### src/rtl/strided_xlate_pkg.sv
package strided_xlate_pkg;
  localparam int CMD_W = 3;
  typedef enum logic [CMD_W-1:0] {
    CMD_NOP   = 3'd0,
    CMD_READ  = 3'd1,
    CMD_WRITE = 3'd2,
    CMD_ACT   = 3'd3,
    CMD_PRE   = 3'd4,
    CMD_REF   = 3'd5
  } cmd_e;
endpackage

### src/rtl/cmd_classify.sv
module cmd_classify
  import strided_xlate_pkg::*;
(
  input  logic [CMD_W-1:0] cmd_i,
  output logic             is_rw_o
);
  always_comb begin
    is_rw_o = (cmd_i == CMD_READ) || (cmd_i == CMD_WRITE);
  end
endmodule

### src/rtl/xlate_lane.sv
module xlate_lane #(
  parameter int COL_W   = 10,
  parameter int PATT_W  = 3,
  parameter int CHIP_ID = 0
) (
  input  logic              clk_i,
  input  logic              rst_ni,
  input  logic              valid_i,
  input  logic              is_rw_i,
  input  logic [COL_W-1:0]  col_i,
  input  logic [PATT_W-1:0] patt_i,
  output logic              stb_o,
  output logic [COL_W-1:0]  col_o
);
  localparam logic [COL_W-1:0] ID_EXT = COL_W'(CHIP_ID);

  logic [COL_W-1:0] patt_ext;
  logic [COL_W-1:0] flip;
  logic [COL_W-1:0] col_d;

  always_comb begin
    patt_ext = COL_W'(patt_i);
    flip     = is_rw_i ? (patt_ext & ID_EXT) : '0;
    col_d    = col_i ^ flip;
  end

  always_ff @(posedge clk_i or negedge rst_ni) begin
    if (!rst_ni) begin
      stb_o <= 1'b0;
      col_o <= '0;
    end else begin
      stb_o <= valid_i;
      if (valid_i) col_o <= col_d;
    end
  end

  assert_stb_follows_R2: assert property (@(posedge clk_i) disable iff (!rst_ni)
    valid_i |=> stb_o);
  assert_stb_idle_R2: assert property (@(posedge clk_i) disable iff (!rst_ni)
    !valid_i |=> !stb_o);
  assert_rw_xlate_R3: assert property (@(posedge clk_i) disable iff (!rst_ni)
    (valid_i && is_rw_i) |=> ((col_o ^ $past(col_i)) & ~ID_EXT) == '0);
  assert_pass_other_R4: assert property (@(posedge clk_i) disable iff (!rst_ni)
    (valid_i && !is_rw_i) |=> col_o == $past(col_i));
  assert_patt_zero_R5: assert property (@(posedge clk_i) disable iff (!rst_ni)
    (valid_i && patt_i == '0) |=> col_o == $past(col_i));
  assert_disjoint_R7: assert property (@(posedge clk_i) disable iff (!rst_ni)
    (valid_i && (COL_W'(patt_i) & ID_EXT) == '0) |=> col_o == $past(col_i));
endmodule

### src/rtl/strided_col_xlate.sv
module strided_col_xlate
  import strided_xlate_pkg::*;
#(
  parameter int NCHIP  = 8,
  parameter int COL_W  = 10,
  parameter int PATT_W = 3
) (
  input  logic                   clk_i,
  input  logic                   rst_ni,
  input  logic                   req_valid_i,
  input  logic [2:0]             req_cmd_i,
  input  logic [COL_W-1:0]       req_col_i,
  input  logic [PATT_W-1:0]      req_patt_i,
  output logic [NCHIP-1:0]       lane_stb_o,
  output logic [2:0]             cmd_o,
  output logic [NCHIP*COL_W-1:0] lane_col_o
);
  localparam int CID_W = (NCHIP > 1) ? $clog2(NCHIP) : 1;

  logic is_rw;

  cmd_classify u_classify (
    .cmd_i   (req_cmd_i),
    .is_rw_o (is_rw)
  );

  always_ff @(posedge clk_i or negedge rst_ni) begin
    if (!rst_ni)          cmd_o <= CMD_NOP;
    else if (req_valid_i) cmd_o <= req_cmd_i;
  end

  for (genvar k = 0; k < NCHIP; k++) begin : g_lane
    xlate_lane #(
      .COL_W   (COL_W),
      .PATT_W  (PATT_W),
      .CHIP_ID (k)
    ) u_lane (
      .clk_i   (clk_i),
      .rst_ni  (rst_ni),
      .valid_i (req_valid_i),
      .is_rw_i (is_rw),
      .col_i   (req_col_i),
      .patt_i  (req_patt_i),
      .stb_o   (lane_stb_o[k]),
      .col_o   (lane_col_o[k*COL_W +: COL_W])
    );
  end

  initial assert (CID_W <= COL_W);

  assert_lane0_plain_R6: assert property (@(posedge clk_i) disable iff (!rst_ni)
    req_valid_i |=> lane_col_o[COL_W-1:0] == $past(req_col_i));
  assert_cmd_echo_R8: assert property (@(posedge clk_i) disable iff (!rst_ni)
    req_valid_i |=> cmd_o == $past(req_cmd_i));
  assert_hold_R9: assert property (@(posedge clk_i) disable iff (!rst_ni)
    !req_valid_i |=> ($stable(lane_col_o) && $stable(cmd_o)));
  assert_strobes_aligned_R2: assert property (@(posedge clk_i) disable iff (!rst_ni)
    (lane_stb_o == '0) || (lane_stb_o == '1));
endmodule

### config.mk
export PLATFORM = sky130hd
export DESIGN_NAME = strided_col_xlate
export DESIGN_NICKNAME = d
export VERILOG_FILES = /design/src/rtl/strided_xlate_pkg.sv /design/src/rtl/cmd_classify.sv /design/src/rtl/xlate_lane.sv /design/src/rtl/strided_col_xlate.sv
export SDC_FILE = /design/constraint.sdc
export NUM_CORES = 1
export LEC_CHECK = 0
export BUFFER_PORTS_ARGS = -buffer_cell sky130_fd_sc_hd__buf_2
export CORE_MARGIN = 5
export CORE_UTILIZATION = 41
export DETAILED_ROUTE_END_ITERATION = 10
export PLACE_DENSITY = 0.92
export SLEW_MARGIN = 15
export SYNTH_ARGS = -nofsm -noshare
export SYNTH_HDL_FRONTEND = slang
export SYNTH_SLANG_ARGS = --single-unit
### constraint.sdc
create_clock -name clk_i -period 2 [get_ports clk_i]
set_input_delay 0.4 -clock clk_i [delete_from_list [all_inputs] [get_ports clk_i]]
set_output_delay 0.4 -clock clk_i [all_outputs]
set_load 0.05 [all_outputs]
==> qor.yml, run 1 <==
drt:
  num_vias: 781
  wl_mm: 2.41
  dr.pass1.iters: 2
  drt_iter0_markers: 8
  wl_per_cell_um: 12.9
  viasPerCell: 4.18
  antenna_left: 0
  drc_errors: 0
critical_path:
  required_ps: 1600
  cp_max_fo: 9
  critPathLaunch: "g_lane[7].u_lane.col_o[5]"
  endpoint: "lane_col_o[5]"
  critical_path_class: "reg2out"
  crit_cells: 1
  reg2reg_to: "g_lane[7].u_lane.col_o[7]"
  path_buf_inv: 1
  startpoint_type: "flip-flop"
  r2r_cells: 1
  cpPeakStageDelay_ps: 460
  arrival_ps: 1050
  crit_path_end_kind: "primary output"
  cpMaxStageDelayCell: "dfrtp_1"
  critical_path.cell_chain: "buf_2"
  r2r_setup_slack_ps: 1150
  rr_startpoint: "g_lane[7].u_lane.col_o[7]"
  cp_top_family: "flip-flops"
power_and_ir_drop:
  pwr-share-seq: 0.274
  p_int_uw: 623
  vdd_drop_max_mv: 0.471
  clock_power_share: 0.119
  p_leak_uw: 0.000753
  comb_power_share: 0.607
  switching_share: 0.595
  power.density_mw_per_mm2: 1200
  p_sw_uw: 916
synth:
  synth_top_cell_by_area: "buf_4"
  synth.avg_cell_area_um2: 10.6
  syn_nets: 137
  yosys.cell_types.count: 8
  synthTopCellsByArea: "buf_4, dfrtp_1, mux2_2"
  ys_ff_latch: 17
  yosysSeqAreaShare: 0.340
  netlist_instances: 118
  synth.cell_area_mm2: 0.00125
  yosysWarnings: 0
  synth.top_cell.area_share: 0.450
run:
  cap_viol_max_count: 0
sta:
  drv_slew: 0
  fin_setup_tns_ps: 0
  max_freq_ghz: 0.690
  min_period_ps: 1450
  finClkSkew_ps: 0
  grt_setup_unrepaired: "no"
  worst_slew_pin_slew_ps: 408
  setup_viol: 0
  layout_setup_ws_ps: 552
  finalCritPeriodShare: 0.724
  slew_headroom: 0.728
  finalHoldViolations: 0
die:
  rows: 20
  dieWidth_um: 65.2
  initial_core_util: 0.420
  die_area_mm2: 0.00426
  coreArea_mm2: 0.00298
  io_pins: 110
  fp.dieH_um: 65.2
placed_design:
  port_buffers: 109
  pre_cts_slack_ps: 662
  gp_congestion: 0.689
  dp_hpwl_mm: 2.00
  dp_cells: 183
  place_area_mm2: 0.00125
clocking:
  cts.clk_slew.worst_paths_ps: 100
  root_buffer: "clkbuf_4"
  cts.htree.levels: 1
  cts_resized: 0
  cts_hold_buf: 0
  postCtsSetupRepairBufs: 0
  cts_buffer_depth: 2
  cts_tree: "built"
  cts.sinks: 17
  clk_latency_ps: 280
  cts_buffers: 3
final_layout:
  postLayoutCoreUtil: 0.429
  fin_nets: 174
  final_cells: 187
  fill_cells: 284
  layout-drive-gt1-share: 0.818
  syn_to_final_growth_pct: 2.20
  diodes: 0
  fin_area_mm2: 0.00128
grt:
  grt_start_max_net_pins: 19
  antenna_found_initial: 0
  grt_pass1_vias: 710
  grt_pass1_wl_mm: 3.40
  overflow: 0
  grt_use_total: 0.105
min_path:
  min_path_type: "in2async"
outcome:
  status: "complete, no violations"
synthesized netlist by cell type, drive strengths merged:
cell   number
and2b       1
buf        77
dfrtp      17
mux2       13
mux2i       6
nand3       3
xor2        1
power by group through the flow:
| stage | Sequential, µW | Clock, µW | Combinational, µW |
|---|---|---|---|
| after floorplan | 552 | 0 | 818 |
| after global placement | 427 | 0 | 936 |
| after detailed placement | 430 | 0 | 941 |
| after CTS | 424 | 193 | 942 |
| after global routing | 433 | 205 | 958 |
| final | 421 | 183 | 934 |
area by class of cell:
cell class | instances | area, µm² | area share
Tap cell | 33 | 41.3 | 0.0323
Clock buffer | 4 | 26.3 | 0.0205
Multi-Input combinational cell | 24 | 240 | 0.188
Timing Repair Buffer | 109 | 546 | 0.427
Sequential cell | 17 | 425 | 0.333
sequential cells by signal, indices dropped and copies added (netlist names):
signal               cells
g_lane.u_lane.col_o     13
g_lane.u_lane.stb_o      1
cmd_o                    3
cells by family after synthesis:
family / share of synthesized area
xor gates and xnor gates: 0.00700
buffers and inverters: 0.468
DFF: 0.340
muxes: 0.165
and+or+nand+nor: 0.0200
metal layers:
layer  GRT usage  wire (µm)  share of wire  vias up
li1            -          -              -      375
met1       0.105        824           0.34      349
met2       0.198       1260           0.52       55
met3      0.0410        295           0.12        2
met4      0.0311         28          0.012        0
met5           0          0              0        -
cells in the final DEF (no fill, tap or decap):
cell        n
clkbuf_4    3
buf_2     109
nand3_1     3
and2b_4     1
xor2_1      1
clkbuf_1    1
mux2i_1     6
dfrtp_1    17
mux2_2     13
through the flow:
step                hold WS (ps)  total power, µW
global placement             340             1360
detailed placement           345             1370
floorplan                    104             1370
global route                43.5             1600
CTS                         23.4             1560
finish                      17.5             1540
worst min-delay path by stage:
| stage | startpoint | end | cells past startpoint |
|---|---|---|---|
| floorplan | rst_ni | cmd_o[0] | 0 |
| global placement | rst_ni | g_lane[6].u_lane.stb_o | 1 |
| detailed placement | rst_ni | g_lane[6].u_lane.stb_o | 1 |
| CTS | rst_ni | g_lane[7].u_lane.col_o[7] | 1 |
| global route | rst_ni | g_lane[7].u_lane.col_o[7] | 1 |
| finish | rst_ni | g_lane[7].u_lane.col_o[6] | 1 |
Power figures use the tool's default switching activity.
==> run 2: changes to the inputs <==
ABC_AREA = 1   (was not set)
CORE_UTILIZATION = 38   (was 41)
PLACE_DENSITY = 0.86   (was 0.92)
clock period = 1.4 ns   (was 2 ns; I/O delays follow)
==> qor.yml, run 2 <==
power_and_ir_drop:
  p_leak_uw: 0.000913  # +21%
  power.density_mw_per_mm2: 1480  # +23%
  vdd_drop_max_mv: 0.594  # +26%
clocking:
  cts_buffer_depth: 2  # unchanged
  root_buffer: "clkbuf_4"
  cts_buffers: 3  # unchanged
  cts.htree.levels: 1  # unchanged
  cts_tree: "built"
  clk_latency_ps: 280  # about the same
  cts.sinks: 17  # unchanged
  cts.clk_slew.worst_paths_ps: 90  # about the same
grt:
  grt_pass1_wl_mm: 3.62  # +6.5%
  grt_pass1_vias: 823  # +16%
  grt_start_max_net_pins: 18  # -1
  grt_use_total: 0.102  # -0.00342
  antenna_found_initial: 0  # unchanged
  overflow: 0  # unchanged
die:
  coreArea_mm2: 0.00328  # +10%
  initial_core_util: 0.387  # -0.0327
  dieWidth_um: 67.9  # +4.0%
  rows: 21  # +5.0%
  fp.dieH_um: 67.9  # +4.0%
  io_pins: 110  # unchanged
  die_area_mm2: 0.00461  # +8.2%
critical_path:
  r2r_cells: 4  # +3
  required_ps: 1120  # -480 ps
  arrival_ps: 1060  # about the same
  critical_path_class: "reg2out"
  startpoint_type: "flip-flop"
  path_buf_inv: 1  # unchanged
  critical_path.cell_chain: "buf_2"
  cp_max_fo: 9  # unchanged
  crit_path_end_kind: "primary output"
  cpMaxStageDelayCell: "dfrtp_1"
  cpPeakStageDelay_ps: 470  # about the same
  crit_cells: 1  # unchanged
  cp_top_family: "flip-flops"
sta:
  worst_slew_pin_slew_ps: 375  # -32.6 ps
  max_freq_ghz: 0.745
  finalCritPeriodShare: 0.959
  finClkSkew_ps: 0  # unchanged
  finalHoldViolations: 0  # unchanged
  fin_setup_tns_ps: 0  # unchanged
  min_period_ps: 1340
  drv_slew: 0  # unchanged
  setup_viol: 0  # unchanged
  grt_setup_unrepaired: "yes"
  slew_headroom: 0.750  # +0.0218
synth:
  synth_common_cells: "buf_4, nand2_1, dfrtp_1"
  synth.avg_cell_area_um2: 7.81  # -26%
  synth.most_common_cell: "buf_4"
  synth.cell_area_mm2: 0.00127  # +1.7%
  synth-async-reset-ratio: 1.00  # unchanged
  yosysSeqAreaShare: 0.334  # -0.00568
  yosysWarnings: 0  # unchanged
  syn_nets: 182  # +33%
  ys.flop_type: "dfrtp_1"
  ys_ff_latch: 17  # unchanged
  synth_top_cell_by_area: "buf_4"
  synthTopCellsByArea: "buf_4, dfrtp_1, nand2_1"
  yosys.cell_types.count: 12  # +4
  netlist_instances: 163  # +38%
  synth_edf_count: 0  # unchanged
  synth.top_cell.area_share: 0.442  # -0.00752
placed_design:
  place_area_mm2: 0.00132  # +5.2%
  gp_congestion: 0.644  # -6.5%
  port_buffers: 109  # unchanged
  dp_cells: 243  # +33%
  dp_hpwl_mm: 2.15  # +7.6%
final_layout:
  largest_reg_flops: 13  # unchanged
  fin_nets: 222  # +28%
  layout-drive-gt1-share: 0.574  # -0.244
  final_cells: 248  # +33%
  fill_cells: 335  # +18%
  final_common_cell: "buf_2"
  fin_area_mm2: 0.00140  # +9.6%
  syn_to_final_growth_pct: 10.1
  top_register: "g_lane.u_lane.col_o"
  top_regs: "g_lane.u_lane.col_o (13), cmd_o (3), g_lane.u_lane.stb_o (1)"
  diodes: 0  # unchanged
  final_cell_mix: "buf_2, nand2_1, clkbuf_4, dfrtp_1, inv_1"
min_path:
  min_path_cells: 2
  min_path_type: "in2reg"
drt:
  wl_mm: 2.58  # +6.9%
  num_vias: 966  # +24%
  dr.pass1.iters: 4  # +2
  drt_iter0_markers: 9  # +1
  viasPerCell: 3.90  # -6.7%
  drc_errors: 0  # unchanged
  antenna_left: 0  # unchanged
  wl_per_cell_um: 10.4  # -19%
outcome:
  status: "complete, no violations"
run:
  cap_viol_max_count: 0  # unchanged
[run 2: cell types whose count changed in the layout (fill, tap and decap cells not counted), moves of 2 or more]
cell and delta:
a21oi_1 +2, buf_4 +2, inv_1 +10, buf_2 -19, mux2i_1 -6, nand2_1 +47, nor2_1 +4, mux2_2 -13
clkbuf_4 +19
[run 2: through the flow]
stage                     utilization  total power, µW  worst slack [ps]  hold slack (ps)
after CTS                       0.412             2080              35.7              168
after global routing            0.427             2170             -25.6              181
final                           0.427             2080              57.5              178
after detailed placement        0.401             1820               321              221
after global placement          0.401             1810               346              210
after floorplan                     -             1800               106            -15.6
[run 2: cell type report]
cell class	instances	area [µm²]	share of cell area
Timing Repair Buffer	112	618	0.441
Sequential cell	17	425	0.304
Multi-Input combinational cell	59	236	0.169
Tap cell	46	57.6	0.0411
Inverter	10	37.5	0.0268
Clock buffer	4	26.3	0.0188
[run 2: final timing paths]
path	start	endpoint	slack, ps
min reg2reg	cmd_o[0]	cmd_o[0]	480
max in group asynchronous	rst_ni	g_lane[7].u_lane.col_o[4]	680
min in group asynchronous	rst_ni	g_lane[7].u_lane.col_o[5]	450
max	g_lane[7].u_lane.col_o[9]	lane_col_o[69]	60
min	req_col_i[0]	g_lane[7].u_lane.col_o[0]	180
max reg2reg	g_lane[7].u_lane.col_o[2]	g_lane[7].u_lane.col_o[2]	580
[run 2: what timing repair did]
item                                    CTS  global route
endpoints found under the setup margin    0            47
hold buffers                              1             0
buffers inserted                          0             0
hold endpoints to repair                 17             0
resized for setup                         0            19
[run 2: cell families after synthesis]
logic type	synth area share
buf+inv	0.480
simple gates	0.168
flops	0.334
compound gates	0.0177
[run 2: where the power goes]
group / internal [µW] / leakage [µW] / switching, µW
Sequential: 535 / 0.000205 / 58.4
Combinational: 229 / 0.000693 / 1010
Clock: 111 / 0.0000150 / 142
[run 2: routing by layer]
layer  up-vias  global-route usage  wire length (µm)
met5         -                   0                 0
met4         0              0.0422                10
met3         2              0.0263               309
met2        55               0.179              1210
met1       420               0.117              1050
li1        489                   -                 -
